### src/rtl/dmairq_pkg.sv
`timescale 1ns/1ps
package dmairq_pkg;
  localparam int REG_W     = 32;
  localparam int WORD_STEP = 4;
  localparam int EN_BASE   = 'h00;
  localparam int PEND_BASE = 'h10;
  localparam int STAT_OFS  = 'h30;

  typedef enum int {
    EV_HALF  = 0,
    EV_DESC  = 1,
    EV_CHAIN = 2
  } ev_kind_e;

  function automatic logic [REG_W-1:0] slot_mask(int cpr, int slot_w, int ev_w);
    logic [REG_W-1:0] m;
    m = '0;
    for (int c = 0; c < cpr; c++)
      for (int k = 0; k < ev_w; k++)
        m[c*slot_w + k] = 1'b1;
    return m;
  endfunction
endpackage

### src/rtl/dmairq_event_pack.sv
`timescale 1ns/1ps
module dmairq_event_pack
  import dmairq_pkg::*;
#(
  parameter int NUM_CH     = 16,
  parameter int CH_PER_REG = 8,
  parameter int SLOT_W     = 4,
  parameter int NUM_REG    = 2
) (
  input  logic [NUM_CH-1:0]              ev_half,
  input  logic [NUM_CH-1:0]              ev_desc,
  input  logic [NUM_CH-1:0]              ev_chain,
  output logic [NUM_REG-1:0][REG_W-1:0]  set_words
);
  // scatter each channel's three event kinds into its nibble
  always_comb begin
    set_words = '0;
    for (int c = 0; c < NUM_CH; c++) begin
      set_words[c/CH_PER_REG][(c%CH_PER_REG)*SLOT_W + int'(EV_HALF)]  = ev_half[c];
      set_words[c/CH_PER_REG][(c%CH_PER_REG)*SLOT_W + int'(EV_DESC)]  = ev_desc[c];
      set_words[c/CH_PER_REG][(c%CH_PER_REG)*SLOT_W + int'(EV_CHAIN)] = ev_chain[c];
    end
  end
endmodule

### src/rtl/dmairq_word.sv
`timescale 1ns/1ps
module dmairq_word
  import dmairq_pkg::*;
#(
  parameter logic [REG_W-1:0] MASK = '1
) (
  input  logic             clk,
  input  logic             rst_n,
  input  logic             en_wr,
  input  logic             pend_clr_wr,
  input  logic [REG_W-1:0] wdata,
  input  logic [REG_W-1:0] set_word,
  output logic [REG_W-1:0] en_q,
  output logic [REG_W-1:0] pend_q
);
  logic [REG_W-1:0] clr_bits;

  assign clr_bits = pend_clr_wr ? wdata : '0;

  always_ff @(posedge clk) begin
    if (!rst_n) begin
      en_q   <= '0;
      pend_q <= '0;
    end else begin
      if (en_wr)
        en_q <= wdata & MASK;
      // a new event wins over a same-cycle clear
      pend_q <= ((pend_q & ~clr_bits) | set_word) & MASK;
    end
  end
endmodule

### src/rtl/dmairq_readback.sv
`timescale 1ns/1ps
module dmairq_readback
  import dmairq_pkg::*;
#(
  parameter int NUM_CH  = 16,
  parameter int NUM_REG = 2,
  parameter int ADDR_W  = 8
) (
  input  logic [ADDR_W-1:0]             addr,
  input  logic [NUM_REG-1:0][REG_W-1:0] en_words,
  input  logic [NUM_REG-1:0][REG_W-1:0] pend_words,
  input  logic [NUM_CH-1:0]             ch_active,
  output logic [REG_W-1:0]              rd_word
);
  always_comb begin
    rd_word = '0;
    if (addr == ADDR_W'(STAT_OFS))
      rd_word[NUM_CH-1:0] = ch_active;
    for (int r = 0; r < NUM_REG; r++) begin
      if (addr == ADDR_W'(EN_BASE + WORD_STEP*r))
        rd_word = en_words[r];
      if (addr == ADDR_W'(PEND_BASE + WORD_STEP*r))
        rd_word = pend_words[r];
    end
  end
endmodule

### src/rtl/dmairq_bank.sv
`timescale 1ns/1ps
module dmairq_bank
  import dmairq_pkg::*;
#(
  parameter int NUM_CH     = 16,
  parameter int CH_PER_REG = 8,
  parameter int SLOT_W     = 4,
  parameter int EV_W       = 3,
  parameter int ADDR_W     = 8
) (
  input  logic              clk,
  input  logic              rst_n,
  input  logic [NUM_CH-1:0] ev_half,
  input  logic [NUM_CH-1:0] ev_desc,
  input  logic [NUM_CH-1:0] ev_chain,
  input  logic [NUM_CH-1:0] ch_active,
  input  logic              acc_en,
  input  logic              acc_we,
  input  logic [ADDR_W-1:0] acc_addr,
  input  logic [REG_W-1:0]  acc_wdata,
  output logic [REG_W-1:0]  acc_rdata,
  output logic              acc_rvalid,
  output logic              irq
);
  localparam int NUM_REG = NUM_CH / CH_PER_REG;
  localparam logic [REG_W-1:0] SLOT_MASK = slot_mask(CH_PER_REG, SLOT_W, EV_W);

  logic [NUM_REG-1:0][REG_W-1:0] set_words;
  logic [NUM_REG-1:0][REG_W-1:0] en_words;
  logic [NUM_REG-1:0][REG_W-1:0] pend_words;
  logic [NUM_REG-1:0]            en_wr;
  logic [NUM_REG-1:0]            clr_wr;
  logic [REG_W-1:0]              rd_word;

  dmairq_event_pack #(
    .NUM_CH(NUM_CH), .CH_PER_REG(CH_PER_REG), .SLOT_W(SLOT_W), .NUM_REG(NUM_REG)
  ) u_pack (
    .ev_half(ev_half), .ev_desc(ev_desc), .ev_chain(ev_chain), .set_words(set_words)
  );

  always_comb begin
    for (int r = 0; r < NUM_REG; r++) begin
      en_wr[r]  = acc_en && acc_we && (acc_addr == ADDR_W'(EN_BASE + WORD_STEP*r));
      clr_wr[r] = acc_en && acc_we && (acc_addr == ADDR_W'(PEND_BASE + WORD_STEP*r));
    end
  end

  for (genvar r = 0; r < NUM_REG; r++) begin : g_word
    dmairq_word #(.MASK(SLOT_MASK)) u_word (
      .clk(clk), .rst_n(rst_n),
      .en_wr(en_wr[r]), .pend_clr_wr(clr_wr[r]),
      .wdata(acc_wdata), .set_word(set_words[r]),
      .en_q(en_words[r]), .pend_q(pend_words[r])
    );
  end

  dmairq_readback #(
    .NUM_CH(NUM_CH), .NUM_REG(NUM_REG), .ADDR_W(ADDR_W)
  ) u_rb (
    .addr(acc_addr), .en_words(en_words), .pend_words(pend_words),
    .ch_active(ch_active), .rd_word(rd_word)
  );

  always_ff @(posedge clk) begin
    if (!rst_n) begin
      acc_rdata  <= '0;
      acc_rvalid <= 1'b0;
    end else begin
      acc_rvalid <= acc_en && !acc_we;
      if (acc_en && !acc_we)
        acc_rdata <= rd_word;
    end
  end

  always_comb begin
    irq = 1'b0;
    for (int r = 0; r < NUM_REG; r++)
      irq = irq | (|(en_words[r] & pend_words[r]));
  end
endmodule

### config.mk
export PLATFORM = sky130hd
export DESIGN_NAME = dmairq_bank
export DESIGN_NICKNAME = d
export VERILOG_FILES = /design/src/rtl/dmairq_pkg.sv /design/src/rtl/dmairq_event_pack.sv /design/src/rtl/dmairq_word.sv /design/src/rtl/dmairq_readback.sv /design/src/rtl/dmairq_bank.sv
export SDC_FILE = /design/constraint.sdc
export NUM_CORES = 1
export LEC_CHECK = 0
export BUFFER_PORTS_ARGS = -buffer_cell sky130_fd_sc_hd__clkbuf_2
export CAP_MARGIN = 25
export CORE_UTILIZATION = 45
export DETAILED_ROUTE_END_ITERATION = 10
export PLACE_DENSITY = 0.67
export SKIP_CTS_REPAIR_TIMING = 1
export SLEW_MARGIN = 20
export SYNTH_ARGS = -nofsm -noshare
export SYNTH_HDL_FRONTEND = slang
export SYNTH_HIERARCHICAL = 1
export SYNTH_SLANG_ARGS = --single-unit
### constraint.sdc
create_clock -name clk -period 4.62 [get_ports clk]
set_clock_uncertainty 0.2 [all_clocks]
set_input_delay 0.693 -clock clk [delete_from_list [all_inputs] [get_ports clk]]
set_output_delay 0.693 -clock clk [all_outputs]
set_load 0.1 [all_outputs]
==> summary.md, run 1 <==
| Metric | Value |
|---|---|
| Status | `complete, no violations` |
| # rows | `46` |
| Setup crit end kind | `output port` |
| DR vias | `5800` |
| CTS Sinks | `129` |
| Largest net degree at the start of global routing | `130` |
| DRC | `0` |
| Vias in the first global route | `5335` |
| Chip height | `129 microns` |
| CTS Buf Count | `17` |
| CORE AREA | `15800 sq um` |
| Via density | `5.42` |
| Mapped Area | `7290 sq um` |
| Commonest non-fill, non-tap cell in the layout | `clkbuf_2` |
| Min-Delay Endpoint | `acc_rdata[29]` |
| Overflow after GRT | `0` |
| CTS H-tree lvls | `4` |
| Clk buf depth | `2` |
| Skew-Pair Late Insertion Delay | `0.43 ns` |
| Hold path startpoint | `acc_rdata[29]` |
| Multi-input gate area | `3710 sq um` |
| Worst Hold Path Cells | `2` |
| Starting density of the core | `0.461` |
| Routed Antenna Nets | `0` |
| Layout overhead on the synthesized area | `10.6%` |
| Worst hold path type | `flip-flop to flip-flop` |
| DRT iter0 DRCs | `480` |
| CP Data Arrival Time | `2.54 ns` |
| Power Total | `0.00274 W` |
| Tot GR Track Use | `0.237` |
| Period minus WS final | `3.43 ns` |
| HPWL after DPL | `13400 microns` |
| Clock Root Buffer | `clkbuf_16` |
| # nets final | `950` |
| Required time of the critical path | `3.73 ns` |
| First-pass GRT wire length | `29600 microns` |
| Slew headroom | `0.340` |
| Top-level port count | `142` |
| # fillers | `1512` |
| Routed Wire Length | `19200 microns` |
| Setup crit start | `g_word[0].u_word/pend_q[28]` |
| Port Buffer Count | `133` |
| R2R Path End | `acc_rdata[14]` |
| Pleak | `3.22 nW` |
| DRT Pass-1 Iters | `4` |
| Peak supply drop | `0.000260 V` |
| Final Hold Vio Count | `0` |
| Initial antenna violation count | `0` |
| Worst-margin pin slew | `0.985 ns` |
| Reg-to-reg setup timing slack | `2.87 ns` |
| Fmax | `0.291 GHz` |
| Fin crit share | `0.743` |
| Chip Width | `129 microns` |
| Most frequent cells in the layout | `clkbuf_2 (131), dfxtp_1 (129), mux2i_1 (80)` |
| Setup total negative slack | `0 ns` |
| RD Place Congestion | `0.827` |
| RSZ-0062 raised after global routing | `false` |
| Ys Warns | `6` |
| Syn Inst Count | `784` |
| CTS tree | `done` |
| Max Slew Vio Count | `0` |
| Max Cap Violations | `0` |
| Post-Syn Area per Cell | `9.30 sq um` |
| Sequential standard cell area | `2580 sq um` |
| Startpoint Class | `flip-flop` |
| Layout cell share with drive strength beyond 1 | `0.248` |
| Max FO, Critical Path | `3` |
| Die ar. | `16700 sq um` |
| WL/cell | `17.9 microns` |
| Ant diodes | `0` |
| Critical path type | `flip-flop to output port` |
| Clk pin slew, worst setup/hold paths | `0.06 ns` |
| Worst r2r path cells | `5` |
| Reg2reg start | `g_word[1].u_word/pend_q[14]` |
| Pwr Density | `340 nW/um^2` |
| Final Setup Violations | `0` |
-- worst max-delay path, cell delays in order (launching register included) --
cell and delay, ns:
dfxtp_1 0.34, a22o_1 0.24, a221oi_1 0.38, nand4_1 0.16, or4_1 0.58, clkbuf_2 0.41
-- state kept, by name, summed over array words and instances (netlist names) --
register	count
acc_rdata	32
g_word.u_word/pend_q	48
acc_rvalid	1
g_word.u_word/en_q	48
-- worst max-delay path by stage --
stage / slack, ns / end
2_1_floorplan: 1.98 / irq
3_3_place_gp: 1.35 / acc_rdata[16]
3_5_place_dp: 1.34 / acc_rdata[16]
4_1_cts: 1.23 / irq
5_1_grt: 1.17 / irq
6_report: 1.19 / irq
-- metrics by stage --
step / area [sq um] / util / hold slack, ns / setup slack (ns) / std cells
3_3_place_gp: 7490 / 0.473 / 0.249 / 1.35 / 1039
4_1_cts: 8060 / 0.509 / 0.264 / 1.23 / 1070
3_5_place_dp: 7490 / 0.474 / 0.256 / 1.34 / 1039
2_1_floorplan: 7400 / - / 0.301 / 1.98 / 814
6_report: 8060 / 0.509 / 0.261 / 1.19 / 1070
5_1_grt: 8060 / 0.509 / 0.279 / 1.17 / 1070
-- power breakdown --
| group | switching [W] | internal, W |
|---|---|---|
| combinational | 0.000154 | 0.000110 |
| clock | 0.000497 | 0.000803 |
| sequential | 0.0000343 | 0.00114 |
| total | 0.000685 | 0.00206 |
-- metal layers --
metal / part of all wire / up-vias / track usage
met1: 0.48 / 2728 / 0.332
met3: 0.061 / 32 / 0.0541
met4: 0.025 / 0 / 0.0927
met5: 0 / - / 0
li1: - / 2841 / -
met2: 0.44 / 199 / 0.351
-- area by class of cell --
| type | count | share of cell area |
|---|---|---|
| sequential | 129 | 0.320 |
| tap | 216 | 0.0335 |
| multi-input combinational | 501 | 0.460 |
| inverter | 50 | 0.0233 |
| timing repair buffer | 143 | 0.0934 |
| clock inverter | 9 | 0.0137 |
| clock buffer | 22 | 0.0563 |
Power figures use the tool's default switching activity.
==> run 2, diff against run 1 <==
==> constraint.sdc (replaced) <==
create_clock -name clk -period 3.3 [get_ports clk]
set_clock_uncertainty 0.2 [all_clocks]
set_input_delay 0.495 -clock clk [delete_from_list [all_inputs] [get_ports clk]]
set_output_delay 0.495 -clock clk [all_outputs]
set_load 0.1 [all_outputs]
==> summary.md, run 2 (synthesized netlist as in run 1, its figures left out) <==
| Metric | Value |
|---|---|
| Initial antenna violation count | `0 (unchanged)` |
| Worst r2r path cells | `5 (unchanged)` |
| Port Buffer Count | `133 (unchanged)` |
| Vias in the first global route | `5370 (+0.66%)` |
| CTS H-tree lvls | `4 (unchanged)` |
| Critical-path cell list | `a22o_1, a221oi_1, nand4_1, or4_1, clkbuf_2` |
| DRT iter0 DRCs | `426 (-11%)` |
| Final Setup Violations | `0 (unchanged)` |
| DRC | `0 (unchanged)` |
| Pwr Density | `494 nW/um^2 (+45%)` |
| Commonest non-fill, non-tap cell in the layout | `clkbuf_2` |
| CTS tree | `done` |
| CTS Sinks | `129 (unchanged)` |
| Max Cap Violations | `0 (unchanged)` |
| # rows | `46 (unchanged)` |
| Max Slew Vio Count | `0 (unchanged)` |
| CORE AREA | `15800 sq um (unchanged)` |
| Crit-path slowest cell | `or4_1` |
| Clock Root Buffer | `clkbuf_16` |
| RD Place Congestion | `0.887 (+7.2%)` |
| Critical path type | `flip-flop to output port` |
| CTS Buf Count | `17 (unchanged)` |
| Status | `complete, no violations` |
| Post-layout worst setup margin | `0.149 ns (-1.04 ns)` |
| RSZ-0062 raised after global routing | `false` |
| Layout cell share with drive strength beyond 1 | `0.257 (+0.00900)` |
| Reg-to-reg setup timing slack | `1.54 ns (-1.33 ns)` |
| Fmax | `0.317 GHz` |
| Setup crit end kind | `output port` |
| Routed Antenna Nets | `0 (unchanged)` |
| WL/cell | `17.7 microns (-1.4%)` |
| Routed Wire Length | `19100 microns (-0.52%)` |
| R2R Path End | `acc_rdata[14]` |
| Pleak | `3.30 nW (+2.4%)` |
| Chip Width | `129 microns (unchanged)` |
| Crit-path max cell delay | `0.56 ns (-0.02 ns)` |
| Fin crit share | `0.955` |
| Peak supply drop | `0.000389 V (+50%)` |
| Hold path startpoint | `acc_wdata[16]` |
| DRT Pass-1 Iters | `5 (+1)` |
| CP Data Arrival Time | `2.46 ns (-0.08 ns)` |
| Worst-margin pin slew | `0.963 ns (-0.0224 ns)` |
| Final Cell Area | `8200 sq um (+1.7%)` |
| HPWL after DPL | `13700 microns (+2.1%)` |
| Slew headroom | `0.358 (+0.0177)` |
| Min-Delay Endpoint | `g_word[0].u_word/pend_q[16]` |
| Regs by FF count | `g_word.u_word/en_q x48, g_word.u_word/pend_q x48, acc_rdata x32` |
| Final Hold Vio Count | `0 (unchanged)` |
| First-pass GRT wire length | `29300 microns (-0.91%)` |
| Clk pin slew, worst setup/hold paths | `0.06 ns (about the same)` |
| DR vias | `5766 (-0.59%)` |
| Largest net degree at the start of global routing | `130 (unchanged)` |
| Area after DPL | `7560 sq um (+0.93%)` |
| Power Total | `0.00405 W (+48%)` |
| Tot GR Track Use | `0.236 (-0.000957)` |
| Ant diodes | `0 (unchanged)` |
| Reg2reg start | `g_word[1].u_word/pend_q[14]` |
| Worst hold path type | `primary input to flip-flop` |
| Required time of the critical path | `2.60 ns (-1.13 ns)` |
| Die ar. | `16700 sq um (unchanged)` |
| Clk buf depth | `2 (unchanged)` |
| Skew-Pair Late Insertion Delay | `0.43 ns (about the same)` |
| Setup total negative slack | `0 ns (unchanged)` |
| Overflow after GRT | `0 (unchanged)` |
| # nets final | `958 (+0.84%)` |
| Pre-CTS setup slack | `0.639 ns (-0.704 ns)` |
| Period minus WS final | `3.15 ns` |
| Worst Hold Path Cells | `2 (unchanged)` |
| Top-level port count | `142 (unchanged)` |
| Via density | `5.34 (-1.4%)` |
| Chip height | `129 microns (unchanged)` |
| Starting density of the core | `0.461 (unchanged)` |
| Layout overhead on the synthesized area | `12.5%` |
| Startpoint Class | `flip-flop` |
| Max FO, Critical Path | `3 (unchanged)` |
| Most frequent cells in the layout | `clkbuf_2 (131), dfxtp_1 (129), mux2i_1 (80)` |
-- run 2: cell types whose count changed in the layout (fill, tap and decap cells not counted), sizes merged --
cell,before,now
clkinv,4,3
buf,12,20
clkbuf,153,151
bufinv,2,4
clkinvlp,3,4
inv,50,51
-- run 2: worst max-delay path by stage --
stage	slack (ns)	end	start	cells past startpoint
finish	0.15	irq	g_word[0].u_word/en_q[28]	5
CTS	0.17	irq	g_word[0].u_word/pend_q[28]	5
detailed placement	0.64	irq	g_word[0].u_word/pend_q[28]	5
global placement	0.63	irq	g_word[0].u_word/en_q[28]	5
floorplan	0.86	irq	g_word[0].u_word/en_q[25]	4
global route	0.08	irq	g_word[0].u_word/en_q[28]	5
-- run 2: cell type report --
cell class	instances	area, sq um
inverter	50	188
multi-input combinational	501	3700
fill	1491	7620
sequential	129	2580
timing repair buffer	151	826
clock inverter	12	181
tap	216	270
clock buffer	20	457
-- run 2: where the power goes --
group | leakage, nW | total (W) | switching (W) | internal, W
Combinational | 1.95 | 0.000373 | 0.000214 | 0.000159
Sequential | 1.05 | 0.00165 | 0.0000478 | 0.00160
Clock | 0.299 | 0.00203 | 0.000721 | 0.00131
-- run 2: per-stage QoR --
| stage | hold slack (ns) | util | std cells |
|---|---|---|---|
| 2_1_floorplan | 0.301 | - | 814 |
| 3_3_place_gp | 0.251 | 0.478 | 1047 |
| 3_5_place_dp | 0.256 | 0.478 | 1047 |
| 4_1_cts | 0.0950 | 0.518 | 1079 |
| 5_1_grt | 0.111 | 0.518 | 1079 |
| 6_report | 0.104 | 0.518 | 1079 |
-- run 2: critical path: cells and delay by family (launching register included) --
kind	cells	cell delay, ns
buf+inv	1	0.41
simple gates	2	0.70
flops	1	0.33
compound gates	2	0.59
-- run 2: per-layer routing --
metal | share of wire | vias to the layer above | GRT usage
met5 | 0 | - | 0
met4 | 0.019 | 0 | 0.0927
met3 | 0.079 | 26 | 0.0508
met2 | 0.45 | 208 | 0.359
met1 | 0.46 | 2680 | 0.324
li1 | - | 2852 | -
==> run 3, diff against run 2 <==
--- a/config.mk
+++ b/config.mk
@@ -9,9 +9,9 @@
 export CAP_MARGIN = 25
 export CORE_UTILIZATION = 45
 export DETAILED_ROUTE_END_ITERATION = 10
-export PLACE_DENSITY = 0.67
+export PLACE_DENSITY = 0.72
 export SKIP_CTS_REPAIR_TIMING = 1
-export SLEW_MARGIN = 20
+export SLEW_MARGIN = 5
 export SYNTH_ARGS = -nofsm -noshare
 export SYNTH_HDL_FRONTEND = slang
 export SYNTH_HIERARCHICAL = 1
==> summary.md, run 3 (synthesized netlist as in run 1, its figures left out) <==
| Metric | Value |
|---|---|
| Clock Root Buffer | `clkbuf_16` |
| CP Data Arrival Time | `2.46 ns (about the same)` |
| Sw frac | `0.233 (-0.0102)` |
| First-pass GRT wire length | `30000 microns (+2.4%)` |
| GR Layer Usage met3 | `0.0533 (+0.00248)` |
| Max Slew Vio Count | `0 (unchanged)` |
| CORE AREA | `15800 sq um (unchanged)` |
| Via density | `5.49 (+2.7%)` |
| Crit path max-delay family | `simple AND/OR/NAND/NOR gates` |
| Clk network pwr share | `0.491 (-0.009)` |
| Period minus WS final | `3.15 ns (+0.000733 ns)` |
| Initial antenna violation count | `1 (+1)` |
| Fmax | `0.317 GHz (about the same)` |
| Final design utilization | `0.515 (-0.00324)` |
| Reg2reg start | `g_word[1].u_word/pend_q[14]` |
| DRT Pass-1 Iters | `8 (+3)` |
| Combinational Power Share | `0.094 (+0.002)` |
| Chip height | `129 microns (unchanged)` |
| Tot GR Track Use | `0.241 (+0.00503)` |
| Worst-margin pin slew | `0.973 ns (+0.00978 ns)` |
| Setup crit start | `g_word[0].u_word/pend_q[28]` |
| Peak supply drop | `0.000382 V (-1.7%)` |
| CTS Buf Count | `17 (unchanged)` |
| Final Hold Vio Count | `0 (unchanged)` |
| Critical path type | `flip-flop to output port` |
| Pleak | `3.29 nW (-0.49%)` |
| Die ar. | `16700 sq um (unchanged)` |
| Int Pwr | `0.00306 W (-0.36%)` |
| Clk pin slew, worst setup/hold paths | `0.06 ns (about the same)` |
| DRC | `1 (+1)` |
| Grt met2 use | `0.358 (-0.00127)` |
| Worst r2r path cells | `5 (unchanged)` |
| Critical-path cell list | `a22o_1, a221oi_1, nand4_1, or4_1, clkbuf_2` |
| # rows | `46 (unchanged)` |
| Sw power | `0.000926 W (-5.8%)` |
| Status | `finished, violations left` |
| Non-filler cells, final | `1075 (-0.37%)` |
| RSZ-0062 raised after global routing | `false` |
| Sequential share of power | `0.414 (+0.007)` |
| Max FO, Critical Path | `3 (unchanged)` |
| R2R Path End | `acc_rdata[14]` |
| CP bufs+invs | `1 (unchanged)` |
| Ant diodes | `0 (unchanged)` |
| Layout overhead on the synthesized area | `11.8%` |
| Met1 usage | `0.332 (+0.00808)` |
| Chip Width | `129 microns (unchanged)` |
| Final Setup Violations | `0 (unchanged)` |
| DR vias | `5902 (+2.4%)` |
| # nets final | `956 (-0.21%)` |
| CP Depth | `5 (unchanged)` |
| Worst hold path type | `primary input to flip-flop` |
| Reg-to-reg setup timing slack | `1.51 ns (-0.03 ns)` |
| Overflow after GRT | `0 (unchanged)` |
| Layout cell share with drive strength beyond 1 | `0.249 (-0.00812)` |
| Crit-path slowest cell | `or4_1` |
| Pwr Density | `488 nW/um^2 (-1.1%)` |
| HPWL after DPL | `13700 microns (-0.13%)` |
| WL/cell | `18.0 microns (+1.6%)` |
| Violated checks | `DRC` |
| Max Cap Violations | `0 (unchanged)` |
| Top-level port count | `142 (unchanged)` |
| Crit-path max cell delay | `0.56 ns (about the same)` |
| Setup total negative slack | `0 ns (unchanged)` |
| Setup crit end kind | `output port` |
| DRT iter0 DRCs | `442 (+3.8%)` |
| Fin crit share | `0.955 (about the same)` |
| Required time of the critical path | `2.60 ns (about the same)` |
| Busiest metal layer after global routing | `met2` |
| Routed Wire Length | `19300 microns (+1.3%)` |
| Routed Antenna Nets | `0 (unchanged)` |
| CTS Sinks | `129 (unchanged)` |
| Port Buffer Count | `133 (unchanged)` |
| CTS H-tree lvls | `4 (unchanged)` |
| Startpoint Class | `flip-flop` |
| Most frequent cells in the layout | `clkbuf_2 (131), dfxtp_1 (129), mux2i_1 (80)` |
| RD Place Congestion | `0.836 (-5.7%)` |
| Slew headroom | `0.352 (-0.00652)` |
| CTS tree | `done` |
| Largest net degree at the start of global routing | `68 (-48%)` |
| Vias in the first global route | `5391 (+0.39%)` |
| Crit path to | `irq` |
| Commonest non-fill, non-tap cell in the layout | `clkbuf_2` |
| Skew-Pair Late Insertion Delay | `0.42 ns (about the same)` |
| Placed cells | `1045 (-0.19%)` |
| Regs by FF count | `g_word.u_word/en_q x48, g_word.u_word/pend_q x48, acc_rdata x32` |
| Starting density of the core | `0.461 (unchanged)` |
| Clk buf depth | `2 (unchanged)` |
-- run 3: cell types whose count changed in the layout (fill, tap and decap cells not counted), sizes merged --
cell      previous run  this run
inv                 51        50
clkinv               3         2
clkbuf             151       155
clkinvlp             4         0
buf                 20        18
-- run 3: how the worst min path moves through the flow --
stage,start,end,slack (ns),cells past startpoint
6_report,acc_wdata[16],g_word[1].u_word/pend_q[16],0.11,2
5_1_grt,acc_wdata[10],g_word[1].u_word/pend_q[10],0.11,2
4_1_cts,acc_wdata[16],g_word[1].u_word/pend_q[16],0.09,2
3_5_place_dp,acc_rdata[31],acc_rdata[31],0.26,2
3_3_place_gp,acc_rdata[11],acc_rdata[11],0.25,2
2_1_floorplan,g_word[1].u_word/en_q[16],g_word[1].u_word/en_q[16],0.30,2
-- run 3: per-layer routing --
metal / routed length, microns / vias up
met5: 13 / -
met4: 486 / 2
met3: 1470 / 35
met2: 8500 / 246
met1: 8870 / 2764
li1: - / 2855
-- run 3: area by class of cell --
class | instances | area, sq um
clock buffers | 24 | 472
clock inverters | 6 | 130
fillers | 1479 | 7680
inverters | 50 | 188
multi-input cells | 501 | 3700
flip-flops and latches | 129 | 2580
well taps | 216 | 270
repair buffers | 149 | 811
-- run 3: power by group through the flow --
stage / clock (W) / combinational [W] / sequential (W)
final: 0.00196 / 0.000376 / 0.00165
after global routing: 0.00205 / 0.000410 / 0.00165
after CTS: 0.00198 / 0.000366 / 0.00165
after detailed placement: 0 / 0.000364 / 0.00168
after global placement: 0 / 0.000359 / 0.00168
after floorplan: 0 / 0.000295 / 0.00167
-- run 3: metrics by stage --
step	setup WS (ns)	hold WS, ns	area (sq um)	total power [W]
floorplan	0.859	0.301	7400	0.00196
global placement	0.605	0.250	7550	0.00204
detailed placement	0.626	0.255	7550	0.00204
CTS	0.165	0.0918	8150	0.00400
global route	0.00783	0.112	8150	0.00411
finish	0.148	0.108	8150	0.00398
